**src/rtl/ddrt_pkg.sv**
```systemverilog
package ddrt_pkg;

  localparam int CL_W    = 3;
  localparam int LAT_W   = CL_W + 1;
  localparam int MAX_LAT = 1 << CL_W;
  localparam int BLC_W   = 2;
  localparam int BEAT_W  = 3;

  typedef enum logic [2:0] {
    BK_IDLE    = 3'd0,
    BK_OPENING = 3'd1,
    BK_OPEN    = 3'd2,
    BK_AP_WAIT = 3'd3,
    BK_CLOSING = 3'd4
  } bank_st_e;

  // beats in one burst for a burst code
  function automatic logic [3:0] burst_beats(input logic [BLC_W-1:0] code);
    case (code)
      2'd0:    return 4'd2;
      2'd1:    return 4'd4;
      default: return 4'd8;
    endcase
  endfunction

  // bus cycles occupied by one burst (two beats per cycle)
  function automatic logic [2:0] burst_cycles(input logic [BLC_W-1:0] code);
    logic [3:0] b;
    b = burst_beats(code);
    return b[3:1];
  endfunction

  // cycles from a self-closing read to the start of internal precharge
  function automatic logic [3:0] ap_lead(input logic [BLC_W-1:0] code, input logic module_mode);
    return {1'b0, burst_cycles(code)} + {3'b000, module_mode};
  endfunction

  // cycles from a read to its first data cycle
  function automatic logic [LAT_W-1:0] read_latency(input logic [CL_W-1:0] cl, input logic module_mode);
    logic [CL_W-1:0] c;
    c = (cl == '0) ? CL_W'(1) : cl;
    return {1'b0, c} + LAT_W'(module_mode);
  endfunction

  // load value for a countdown that must expire after n cycles (n of 0 acts as 1)
  function automatic logic [7:0] span_load(input logic [7:0] n);
    return (n == 8'd0) ? 8'd0 : n - 8'd1;
  endfunction

endpackage

```
**src/rtl/ddrt_decode.sv**
```systemverilog
module ddrt_decode #(
  parameter int NB = 4,
  parameter int BW = 2
) (
  input  logic          cmd_act,
  input  logic          cmd_rd,
  input  logic          cmd_wr,
  input  logic          cmd_pre,
  input  logic [BW-1:0] bank_addr,
  output logic          multi,
  output logic [NB-1:0] sel_act,
  output logic [NB-1:0] sel_rd,
  output logic [NB-1:0] sel_wr,
  output logic [NB-1:0] sel_pre
);
  logic [2:0] n_strobe;

  always_comb begin
    n_strobe = 3'($countones({cmd_act, cmd_rd, cmd_wr, cmd_pre}));
    multi    = (n_strobe > 3'd1);
  end

  for (genvar b = 0; b < NB; b++) begin : g_sel
    logic hit;
    assign hit        = !multi && (bank_addr == BW'(b));
    assign sel_act[b] = hit && cmd_act;
    assign sel_rd[b]  = hit && cmd_rd;
    assign sel_wr[b]  = hit && cmd_wr;
    assign sel_pre[b] = hit && cmd_pre;
  end

endmodule

```
**src/rtl/ddrt_bank.sv**
```systemverilog
module ddrt_bank
  import ddrt_pkg::*;
#(
  parameter int TW = 4
) (
  input  logic          clk,
  input  logic          rst_n,
  input  logic          sel_act,
  input  logic          sel_rd,
  input  logic          sel_wr,
  input  logic          sel_pre,
  input  logic          ap,
  input  logic [TW-1:0] trcd,
  input  logic [TW-1:0] trp,
  input  logic [TW-1:0] lead,
  output logic          rd_ok,
  output logic          illegal,
  output logic          rd_take,
  output logic          ap_busy
);
  bank_st_e      st_q;
  logic [TW-1:0] cnt_q;
  logic [TW-1:0] trcd_ld, trp_ld, lead_ld;
  logic          expired, open_now, free_now, pre_ok;

  always_comb begin
    trcd_ld  = TW'(span_load(8'(trcd)));
    trp_ld   = TW'(span_load(8'(trp)));
    lead_ld  = TW'(span_load(8'(lead)));
    expired  = (cnt_q == '0);
    open_now = (st_q == BK_OPEN) || (st_q == BK_OPENING && expired);
    free_now = (st_q == BK_IDLE) || (st_q == BK_CLOSING && expired);
    pre_ok   = (st_q == BK_IDLE) || open_now;
    illegal  = (sel_act && !free_now) || ((sel_rd || sel_wr) && !open_now)
             || (sel_pre && !pre_ok);
    rd_take  = sel_rd && open_now;
    rd_ok    = open_now;
    ap_busy  = (st_q == BK_AP_WAIT);
  end

  always_ff @(posedge clk) begin
    if (!rst_n) begin
      st_q  <= BK_IDLE;
      cnt_q <= '0;
    end else begin
      case (st_q)
        BK_IDLE: begin
          if (sel_act) begin
            st_q  <= BK_OPENING;
            cnt_q <= trcd_ld;
          end
        end
        BK_OPENING, BK_OPEN: begin
          if (rd_take && ap) begin
            st_q  <= BK_AP_WAIT;
            cnt_q <= lead_ld;
          end else if (sel_pre && open_now) begin
            st_q  <= BK_CLOSING;
            cnt_q <= trp_ld;
          end else if (st_q == BK_OPENING) begin
            if (expired) st_q <= BK_OPEN;
            else         cnt_q <= cnt_q - 1'b1;
          end
        end
        BK_AP_WAIT: begin
          if (expired) begin
            st_q  <= BK_CLOSING;
            cnt_q <= trp_ld;
          end else begin
            cnt_q <= cnt_q - 1'b1;
          end
        end
        BK_CLOSING: begin
          if (sel_act && expired) begin
            st_q  <= BK_OPENING;
            cnt_q <= trcd_ld;
          end else if (expired) begin
            st_q <= BK_IDLE;
          end else begin
            cnt_q <= cnt_q - 1'b1;
          end
        end
        default: st_q <= BK_IDLE;
      endcase
    end
  end

endmodule

```
**src/rtl/ddrt_rdpipe.sv**
```systemverilog
module ddrt_rdpipe
  import ddrt_pkg::*;
(
  input  logic              clk,
  input  logic              rst_n,
  input  logic              launch,
  input  logic [LAT_W-1:0]  lat,
  input  logic [2:0]        half,
  output logic              valid,
  output logic [BEAT_W-1:0] beat
);
  localparam int IW = $clog2(MAX_LAT);

  logic [MAX_LAT-1:0] sr_q;
  logic [IW-1:0]      tap;
  logic               start;
  logic [2:0]         left_q;

  always_comb begin
    tap   = IW'(lat - LAT_W'(1));
    start = sr_q[tap];
  end

  always_ff @(posedge clk) begin
    if (!rst_n) begin
      sr_q   <= '0;
      valid  <= 1'b0;
      beat   <= '0;
      left_q <= '0;
    end else begin
      sr_q <= {sr_q[MAX_LAT-2:0], launch};
      if (start) begin
        valid  <= 1'b1;
        beat   <= '0;
        left_q <= half - 3'd1;
      end else if (valid && left_q != 3'd0) begin
        beat   <= beat + BEAT_W'(2);
        left_q <= left_q - 3'd1;
      end else begin
        valid <= 1'b0;
        beat  <= '0;
      end
    end
  end

endmodule

```
**src/rtl/ddr_bank_rd_tracker.sv**
```systemverilog
module ddr_bank_rd_tracker
  import ddrt_pkg::*;
#(
  parameter int NUM_BANKS = 4,
  parameter int TIME_W    = 4,
  localparam int BANK_W   = $clog2(NUM_BANKS)
) (
  input  logic                 clk,
  input  logic                 rst_n,
  input  logic                 cmd_act,
  input  logic                 cmd_rd,
  input  logic                 cmd_wr,
  input  logic                 cmd_pre,
  input  logic [BANK_W-1:0]    bank_addr,
  input  logic                 ap_bit,
  input  logic [CL_W-1:0]      cfg_cl,
  input  logic [BLC_W-1:0]     cfg_bl,
  input  logic [TIME_W-1:0]    cfg_trcd,
  input  logic [TIME_W-1:0]    cfg_trp,
  input  logic                 cfg_module,
  output logic [NUM_BANKS-1:0] bank_ready,
  output logic                 viol,
  output logic                 rd_valid,
  output logic [BEAT_W-1:0]    rd_beat
);
  logic                 multi;
  logic [NUM_BANKS-1:0] sel_act, sel_rd, sel_wr, sel_pre;
  logic [NUM_BANKS-1:0] bank_illegal, rd_take, ap_busy;
  logic [TIME_W-1:0]    lead;
  logic [LAT_W-1:0]     lat;
  logic [2:0]           half;
  logic                 launch;

  always_comb begin
    lead   = TIME_W'(ap_lead(cfg_bl, cfg_module));
    lat    = read_latency(cfg_cl, cfg_module);
    half   = burst_cycles(cfg_bl);
    launch = |rd_take;
  end

  ddrt_decode #(.NB(NUM_BANKS), .BW(BANK_W)) u_dec (
    .cmd_act   (cmd_act),
    .cmd_rd    (cmd_rd),
    .cmd_wr    (cmd_wr),
    .cmd_pre   (cmd_pre),
    .bank_addr (bank_addr),
    .multi     (multi),
    .sel_act   (sel_act),
    .sel_rd    (sel_rd),
    .sel_wr    (sel_wr),
    .sel_pre   (sel_pre)
  );

  for (genvar b = 0; b < NUM_BANKS; b++) begin : g_bank
    ddrt_bank #(.TW(TIME_W)) u_bank (
      .clk     (clk),
      .rst_n   (rst_n),
      .sel_act (sel_act[b]),
      .sel_rd  (sel_rd[b]),
      .sel_wr  (sel_wr[b]),
      .sel_pre (sel_pre[b]),
      .ap      (ap_bit),
      .trcd    (cfg_trcd),
      .trp     (cfg_trp),
      .lead    (lead),
      .rd_ok   (bank_ready[b]),
      .illegal (bank_illegal[b]),
      .rd_take (rd_take[b]),
      .ap_busy (ap_busy[b])
    );
  end

  always_ff @(posedge clk) begin
    if (!rst_n) viol <= 1'b0;
    else        viol <= multi || (|bank_illegal);
  end

  ddrt_rdpipe u_pipe (
    .clk    (clk),
    .rst_n  (rst_n),
    .launch (launch),
    .lat    (lat),
    .half   (half),
    .valid  (rd_valid),
    .beat   (rd_beat)
  );

endmodule

```
**config.mk**
```make
export PLATFORM = sky130hd
export DESIGN_NAME = ddr_bank_rd_tracker
export DESIGN_NICKNAME = d
export VERILOG_FILES = /design/src/rtl/ddrt_pkg.sv /design/src/rtl/ddrt_decode.sv /design/src/rtl/ddrt_bank.sv /design/src/rtl/ddrt_rdpipe.sv /design/src/rtl/ddr_bank_rd_tracker.sv
export SDC_FILE = /design/constraint.sdc
export NUM_CORES = 1
export LEC_CHECK = 0
export BUFFER_PORTS_ARGS = -buffer_cell sky130_fd_sc_hd__buf_4
export CAP_MARGIN = 25
export CORE_MARGIN = 2
export CORE_UTILIZATION = 36
export CTS_CLUSTER_DIAMETER = 60
export DETAILED_ROUTE_END_ITERATION = 8
export PLACE_DENSITY = 0.61
export SYNTH_ARGS = -nofsm -noshare
export SYNTH_HDL_FRONTEND = slang
export SYNTH_SLANG_ARGS = --single-unit
```
**constraint.sdc**
```tcl
create_clock -name clk -period 2.7 [get_ports clk]
set_clock_uncertainty 0.05 [all_clocks]
set_input_delay 0.27 -clock clk [delete_from_list [all_inputs] [get_ports clk]]
set_output_delay 0.27 -clock clk [all_outputs]
set_load 0.005 [all_outputs]
```
Word-level counts from Yosys, hierarchy flattened
Index checks and enable logic that the tools add are counted.
{"block": "totals", "regBits": 44, "inputBits": 23, "out_inout_bits": 9, "elab_cells": 283}
{"block": "classes", "add_sub_neg": 16, "magnitude_cmp": 2, "n_eq_ne": 41, "muxes": 79, "n_bitwise": 2, "reduce_logical": 130}
{"op": "4-bit 2-to-1 mux", "count": 31}
{"op": "3-bit 2-to-1 mux", "count": 35}
{"op": "4-bit case mux with 4 select lines", "count": 4}
{"op": "1-bit logical AND", "count": 57}
{"op": "3-bit case mux with 4 select lines", "count": 4}
{"op": "4-bit by 1-bit inequality test with 1-bit output (second input constant)", "count": 8}
{"op": "4-bit logical NOT", "count": 7}
{"op": "4-bit by 1-bit subtractor with 4-bit output (second input constant)", "count": 7}
{"op": "1-bit logical OR", "count": 25}
{"op": "3-bit by 2-bit equality test with 1-bit output (second input constant)", "count": 8}
{"op": "5-bit AND reduction", "count": 4}
{"op": "4-bit nonzero test", "count": 4}
{"op": "3-bit logical NOT", "count": 5}
{"op": "1-bit logical NOT", "count": 13}
{"op": "3-bit by 1-bit equality test with 1-bit output (second input constant)", "count": 4}
{"op": "3-bit equality test (second input constant)", "count": 4}
{"op": "3-bit by 2-bit inequality test with 1-bit output (second input constant)", "count": 4}
{"op": "3-bit AND reduction", "count": 4}
{"op": "2-bit by 1-bit inequality test with 1-bit output (second input constant)", "count": 5}
{"op": "3-bit by 1-bit subtractor with 3-bit output (second input constant)", "count": 3}
{"op": "2-bit inequality test (second input constant)", "count": 4}
{"op": "4-bit case mux with 2 select lines", "count": 1}
{"op": "2-bit OR reduction", "count": 4}
{"op": "4-bit OR reduction", "count": 2}
{"op": "other kinds (16)", "count": 23}

Depth between registers and ports, before layout
{"block": "depth", "ltp_word": 12, "depth_mapped": 12, "ltp_nobuf": 12}

Cells and area by module
From an unflattened synthesis, not the netlist that was laid out.
{"block": "unflattened", "hier_cells": 795, "hier_area_um2": 5841.9}
{"module": "ddrt_bank", "instances": 4, "cells_each": 173, "area_each_um2": 1226.2, "seq_area_each_um2": 140.1}
{"module": "ddrt_rdpipe", "instances": 1, "cells_each": 58, "area_each_um2": 613.1, "seq_area_each_um2": 280.3}
{"module": "ddrt_decode", "instances": 1, "cells_each": 28, "area_each_um2": 183.9, "seq_area_each_um2": 0.0}
{"module": "ddr_bank_rd_tracker", "instances": 1, "cells_each": 17, "area_each_um2": 140.1, "seq_area_each_um2": 20.0}

Worst setup path before layout
Ideal clock, no wire load.
{"block": "synth_timing", "path_type": "input to register", "from": "in cmd_act", "to": "reg g_bank[2].u_bank.cnt_q[0]", "setup_time_ns": 0.137, "t_arrival_ns": 2.662, "required_time_ns": 2.513, "path_slack_ns": -0.149, "cell_stages": 9, "n_path_buf": 0, "path_cell_list": "ha_1 -> and2_1 -> fa_1 -> or3b_4 -> a21oi_4 -> a21oi_2 -> o22a_4 -> o41ai_2 -> a221oi_2"}
{"block": "synth_via", "elab_chain_len": 10, "word_cells_on_any_way": 19, "cone_classes": "2 x add/sub; 1 x order compare; 2 x eq/ne; 4 x mux; 10 x reduce/logical"}
{"element": "start, declared", "line_no": "ddr_bank_rd_tracker.sv:10", "source": "input logic cmd_act,"}
{"element": "1-bit by 1-bit adder with 2-bit output (implied by the code)", "line_no": "ddrt_decode.sv:19", "source": "n_strobe = 3'($countones({cmd_act, cmd_rd, cmd_wr, cmd_pre}));"}
{"element": "3-bit adder (implied by the code)", "line_no": "ddrt_decode.sv:19"}
{"element": "3-bit by 1-bit greater-than comparator with 1-bit output", "line_no": "ddrt_decode.sv:20", "source": "multi = (n_strobe > 3'd1);"}
{"element": "1-bit logical NOT", "line_no": "ddrt_decode.sv:25", "source": "assign hit = !multi && (bank_addr == BW'(b));"}
{"element": "1-bit logical AND", "line_no": "ddrt_decode.sv:25"}
{"element": "1-bit logical AND, on equally long branches", "line_no": "ddrt_decode.sv:29, ddrt_decode.sv:27"}
{"element": "1-bit logical AND, on equally long branches", "line_no": "ddrt_bank.sv:57, ddrt_bank.sv:36"}
{"element": "4-bit 2-to-1 mux or 1-bit logical AND (tied branches)", "line_no": "ddrt_bank.sv:57, ddrt_bank.sv:54"}
{"element": "4-bit 2-to-1 mux or 4-bit by 1-bit inequality test with 1-bit output (tied branches)"}
{"element": "4-bit case mux with 4 select lines or 3-bit AND reduction (tied branches)"}
{"element": "end signal, assigned", "line_no": "ddrt_bank.sv:50", "source": "cnt_q <= trcd_ld;"}
{"element": "end signal, assigned", "line_no": "ddrt_bank.sv:56", "source": "cnt_q <= lead_ld;"}
{"element": "end signal, assigned", "line_no": "ddrt_bank.sv:59", "source": "cnt_q <= trp_ld;"}
{"element": "end, declared", "line_no": "ddrt_bank.sv:22", "source": "logic [TW-1:0] cnt_q;"}
Parallel ways exist; a longest one is shown, timed or not.
A chain may end at the register's enable or synchronous reset.

Worst setup path in the final report
{"block": "layout_timing", "from": "in cmd_wr", "to": "reg g_bank[2].u_bank.cnt_q[0]"}
{"block": "layout_via", "elab_chain_len": 10, "word_cells_on_any_way": 19, "cone_classes": "2 x add/sub; 1 x order compare; 2 x eq/ne; 4 x mux; 10 x reduce/logical"}
{"element": "start, declared", "line_no": "ddr_bank_rd_tracker.sv:12", "source": "input logic cmd_wr,"}
{"element": "1-bit by 1-bit adder with 2-bit output (implied by the code) *", "line_no": "ddrt_decode.sv:19"}
{"element": "3-bit adder (implied by the code) *", "line_no": "ddrt_decode.sv:19"}
{"element": "3-bit by 1-bit greater-than comparator with 1-bit output *", "line_no": "ddrt_decode.sv:20"}
{"element": "1-bit logical NOT *", "line_no": "ddrt_decode.sv:25"}
{"element": "1-bit logical AND *", "line_no": "ddrt_decode.sv:25"}
{"element": "1-bit logical AND, on equally long branches", "line_no": "ddrt_decode.sv:29, ddrt_decode.sv:27"}
{"element": "1-bit logical AND, on equally long branches", "line_no": "ddrt_bank.sv:57, ddrt_bank.sv:36"}
{"element": "4-bit 2-to-1 mux or 1-bit logical AND (tied branches)", "line_no": "ddrt_bank.sv:57, ddrt_bank.sv:54"}
{"element": "4-bit 2-to-1 mux or 4-bit by 1-bit inequality test with 1-bit output (tied branches)"}
{"element": "4-bit case mux with 4 select lines or 3-bit AND reduction (tied branches)"}
Mark *: on every way between the ends. The rest lies on a longest branch, timed or not.

==> flow_summary.ini <==
[critical_path]
r2r_slack_ps = 240
slowest_stage = fa_2
worstSetupStartpointType = input port
cp.buffers_inverters = 2
required_ps = 2820
worstSetupEndpointType = register
reg2reg_from = g_bank[3].u_bank.cnt_q[0]
critical_path_arrival_ps = 2720
reg2reg_to = viol
critPathTopFamily = compound AO/OA/AOI/OAI gates
cp_slowest_stage_delay_ps = 490
crit_path_frequent_cell = buf_4
worst-path-max-fanout = 5
worstSetupPathType = input port to register
rr_worst_depth = 8
crit_path_cell_trace = buf_4 -> ha_4 -> and2_4 -> fa_2 -> buf_4 -> or3b_4 -> a21oi_4 -> a21oi_2 -> o22a_4 -> o41ai_2 -> a221oi_2

[cells_and_area]
nFillCells = 1248
final_common_cell = buf_4
drive_above_1_share_pct = 21.8
n_antenna_cell = 0
fin_cells = 861
final_cell_mix = 100 x buf_4, 76 x nor2_1, 58 x nand2_1
nNetsFinal = 728
syn_to_final_growth_pct = 22.3

[logic_synthesis]
synth.avg_cell_area_sq_um = 7.13
synth_flop_cell = dfxtp_1
synth-edff-count = 0
async_reset_ff_share_pct = 0
syn-instance-count = 626
yosys_warnings = 0
ys_seq_elements = 43
ys_types = 87
netlist_area_sq_um = 4460
synth_nets = 662
ys_seq_area_share_pct = 19.3

[cts]
cts_root_buf = clkbuf_16
clk_pin_slew_worst_paths_ps = 70
clock_path_buffers = 2
h-tree-depth = 2
cts_sinks = 43
cts_buffers = 5
clock_latency_ps = 300
cts_tree = yes

[sta]
drv_slew = 0
whs_ps = 228
fin_setup_tns_ps = 0
fin_crit_ps = 2600
hold_viol = 0
period_share_pct = 96.3
tightest_slew_ps = 709
final.setup.worst_slack_ps = 99.8
fmax_ghz = 0.385
setup_viol = 0
relSlewSlack_pct = 52.7

[power_and_ir_drop]
combPwrFrac_pct = 49.1
powerDensity_nw_per_um2 = 554
swShare_pct = 41.3
ir_worst_vdd_uv = 391
p_sw_w = 0.00125
seq_power_share_pct = 27.0
p_int_w = 0.00178
power.leakage_nw = 2.14
clockPowerShare_pct = 23.9

[placed_design]
dp.final_hpwl_um = 11100
dp_slack_ps = -206
port_buffers = 30
place_inst = 852
place_congestion = 0.913

[floorplanning]
die-area_sq_um = 13300
core_area_sq_um = 12100
row_count = 40
boundaryPins = 32
start_util_pct = 37.0
die_y_um = 115
die_w_um = 115

[job]
maxCapViolCount = 0

[grt]
overflow = 0
track_usage_pct = 22.6
grt_antenna_before_repair = 0
grt_pass1_wl_um = 24200
grt_max_degree = 34
grt_pass1_vias = 4873

[route]
drt_iter0_markers = 390
antenna_left = 0
wl_um = 14700
dr.pass1.iters = 5
vias = 5077
wl_per_cell_um = 17.0
via_per_inst = 5.90
remaining_drc_errors = 0

[run_status]
status = completed

[hold_path]
hp-class = input port to register
min_from = cfg_bl[0]
hold_path_end = u_pipe.left_q[0]
holdPathStages = 2
## power by group through the flow
stage | logic, W | registers (W) | clock network [W]
2_1_floorplan | 0.00105 | 0.000755 | 0
3_3_place_gp | 0.00143 | 0.000823 | 0
3_5_place_dp | 0.00145 | 0.000827 | 0
4_1_cts | 0.00146 | 0.000813 | 0.000737
5_1_grt | 0.00164 | 0.000832 | 0.000758
6_report | 0.00148 | 0.000816 | 0.000723
## logic make-up (layout without fill, tap and decap cells)
logic type / after synthesis / after routing / synth area share [%]
AO/OA/AOI/OAI: 223 / 223 / 34.5
buffers and inverters: 62 / 129 / 5.94
adder cells (fa/ha/maj): 13 / 13 / 3.81
AND/OR/NAND/NOR: 263 / 263 / 31.3
multiplexers: 12 / 12 / 3.36
XOR/XNOR: 9 / 9 / 1.77
flip-flops: 43 / 43 / 19.3
other: 1 / 1 / 0.0840
## worst max path at each step
| stage | end | slack [ps] | cells after the start | from |
|---|---|---|---|---|
| 5_1_grt | g_bank[2].u_bank.st_q[2] | -0.1 | 13 | cmd_wr |
| 2_1_floorplan | g_bank[0].u_bank.cnt_q[0] | 5 | 9 | cmd_wr |
| 6_report | g_bank[2].u_bank.cnt_q[0] | 100 | 11 | cmd_wr |
| 3_3_place_gp | viol | -160 | 12 | cmd_wr |
| 3_5_place_dp | g_bank[0].u_bank.cnt_q[1] | -210 | 10 | cmd_wr |
| 4_1_cts | g_bank[1].u_bank.cnt_q[3] | 90 | 10 | cmd_wr |
## sequential cells by signal, indices dropped and copies added, names as in the netlist
register / cells
u_pipe.valid: 1
g_bank.u_bank.st_q: 12
u_pipe.beat: 2
viol: 1
g_bank.u_bank.cnt_q: 16
u_pipe.sr_q: 8
u_pipe.left_q: 3
## per-stage QoR
step	power (W)	utilization (%)	area, sq um
after global routing	0.00323	45.3	5460
after global placement	0.00225	43.7	5270
after floorplan	0.00181	-	4500
after CTS	0.00301	45.1	5440
final	0.00302	45.3	5460
after detailed placement	0.00228	43.7	5270
## synthesized netlist by cell type (6+ instances only)
cell       instances  area, sq um
o21ai_0           44          220
inv_1             20         75.1
dfxtp_1           43          861
nor3_1            18         90.1
and2_1            10         62.6
buf_4              6         45.0
a21oi_1           52          260
clkbuf_1          24         90.1
ha_1              12          150
nand2b_1          16          100
o31ai_1            6         45.0
mux2i_1            8         80.1
a211oi_1          16          120
a31oi_1           14         87.6
and3_1             6         37.5
nor2b_1           11         68.8
buf_2              8         40.0
nor3b_1           10         75.1
nand3_1           13         65.1
o2bb2ai_1          6         52.6
o22ai_1           11         68.8
o211ai_1           8         60.1
nand2_1           58          218
nor2_1            77          289
## final cells by class
cell class / count / area [sq um] / share of cell area (%)
sequential: 43 / 861 / 15.8
inverter: 21 / 78.8 / 1.44
tap: 168 / 210 / 3.85
clock buffer: 5 / 125 / 2.29
clock inverter: 3 / 43.8 / 0.802
multi-input combinational: 521 / 3390 / 62.1
timing repair buffer: 100 / 751 / 13.7
## worst reg2reg max path, delay by kind of cell (launching register included)
kind / cells / cell delay, ps
flops: 1 / 350
fa+ha+maj: 1 / 300
buf+inv: 1 / 90
compound gates: 4 / 810
simple gates: 2 / 720
## layer usage
metal / vias up / wire length, um / GRT usage, %
met5: - / 0 / 0
met4: 0 / 406 / 7.79
met3: 34 / 1150 / 3.85
met2: 208 / 6810 / 37.3
met1: 2376 / 6310 / 29.6
li1: 2459 / - / -
## timing repair
| action | in CTS | in global routing |
|---|---|---|
| buffers inserted | 0 | 1 |
| resized for setup | 0 | 3 |
| hold buffers | 0 | 0 |
| setup endpoints to repair | 0 | 5 |
Power figures use the tool's default switching activity.
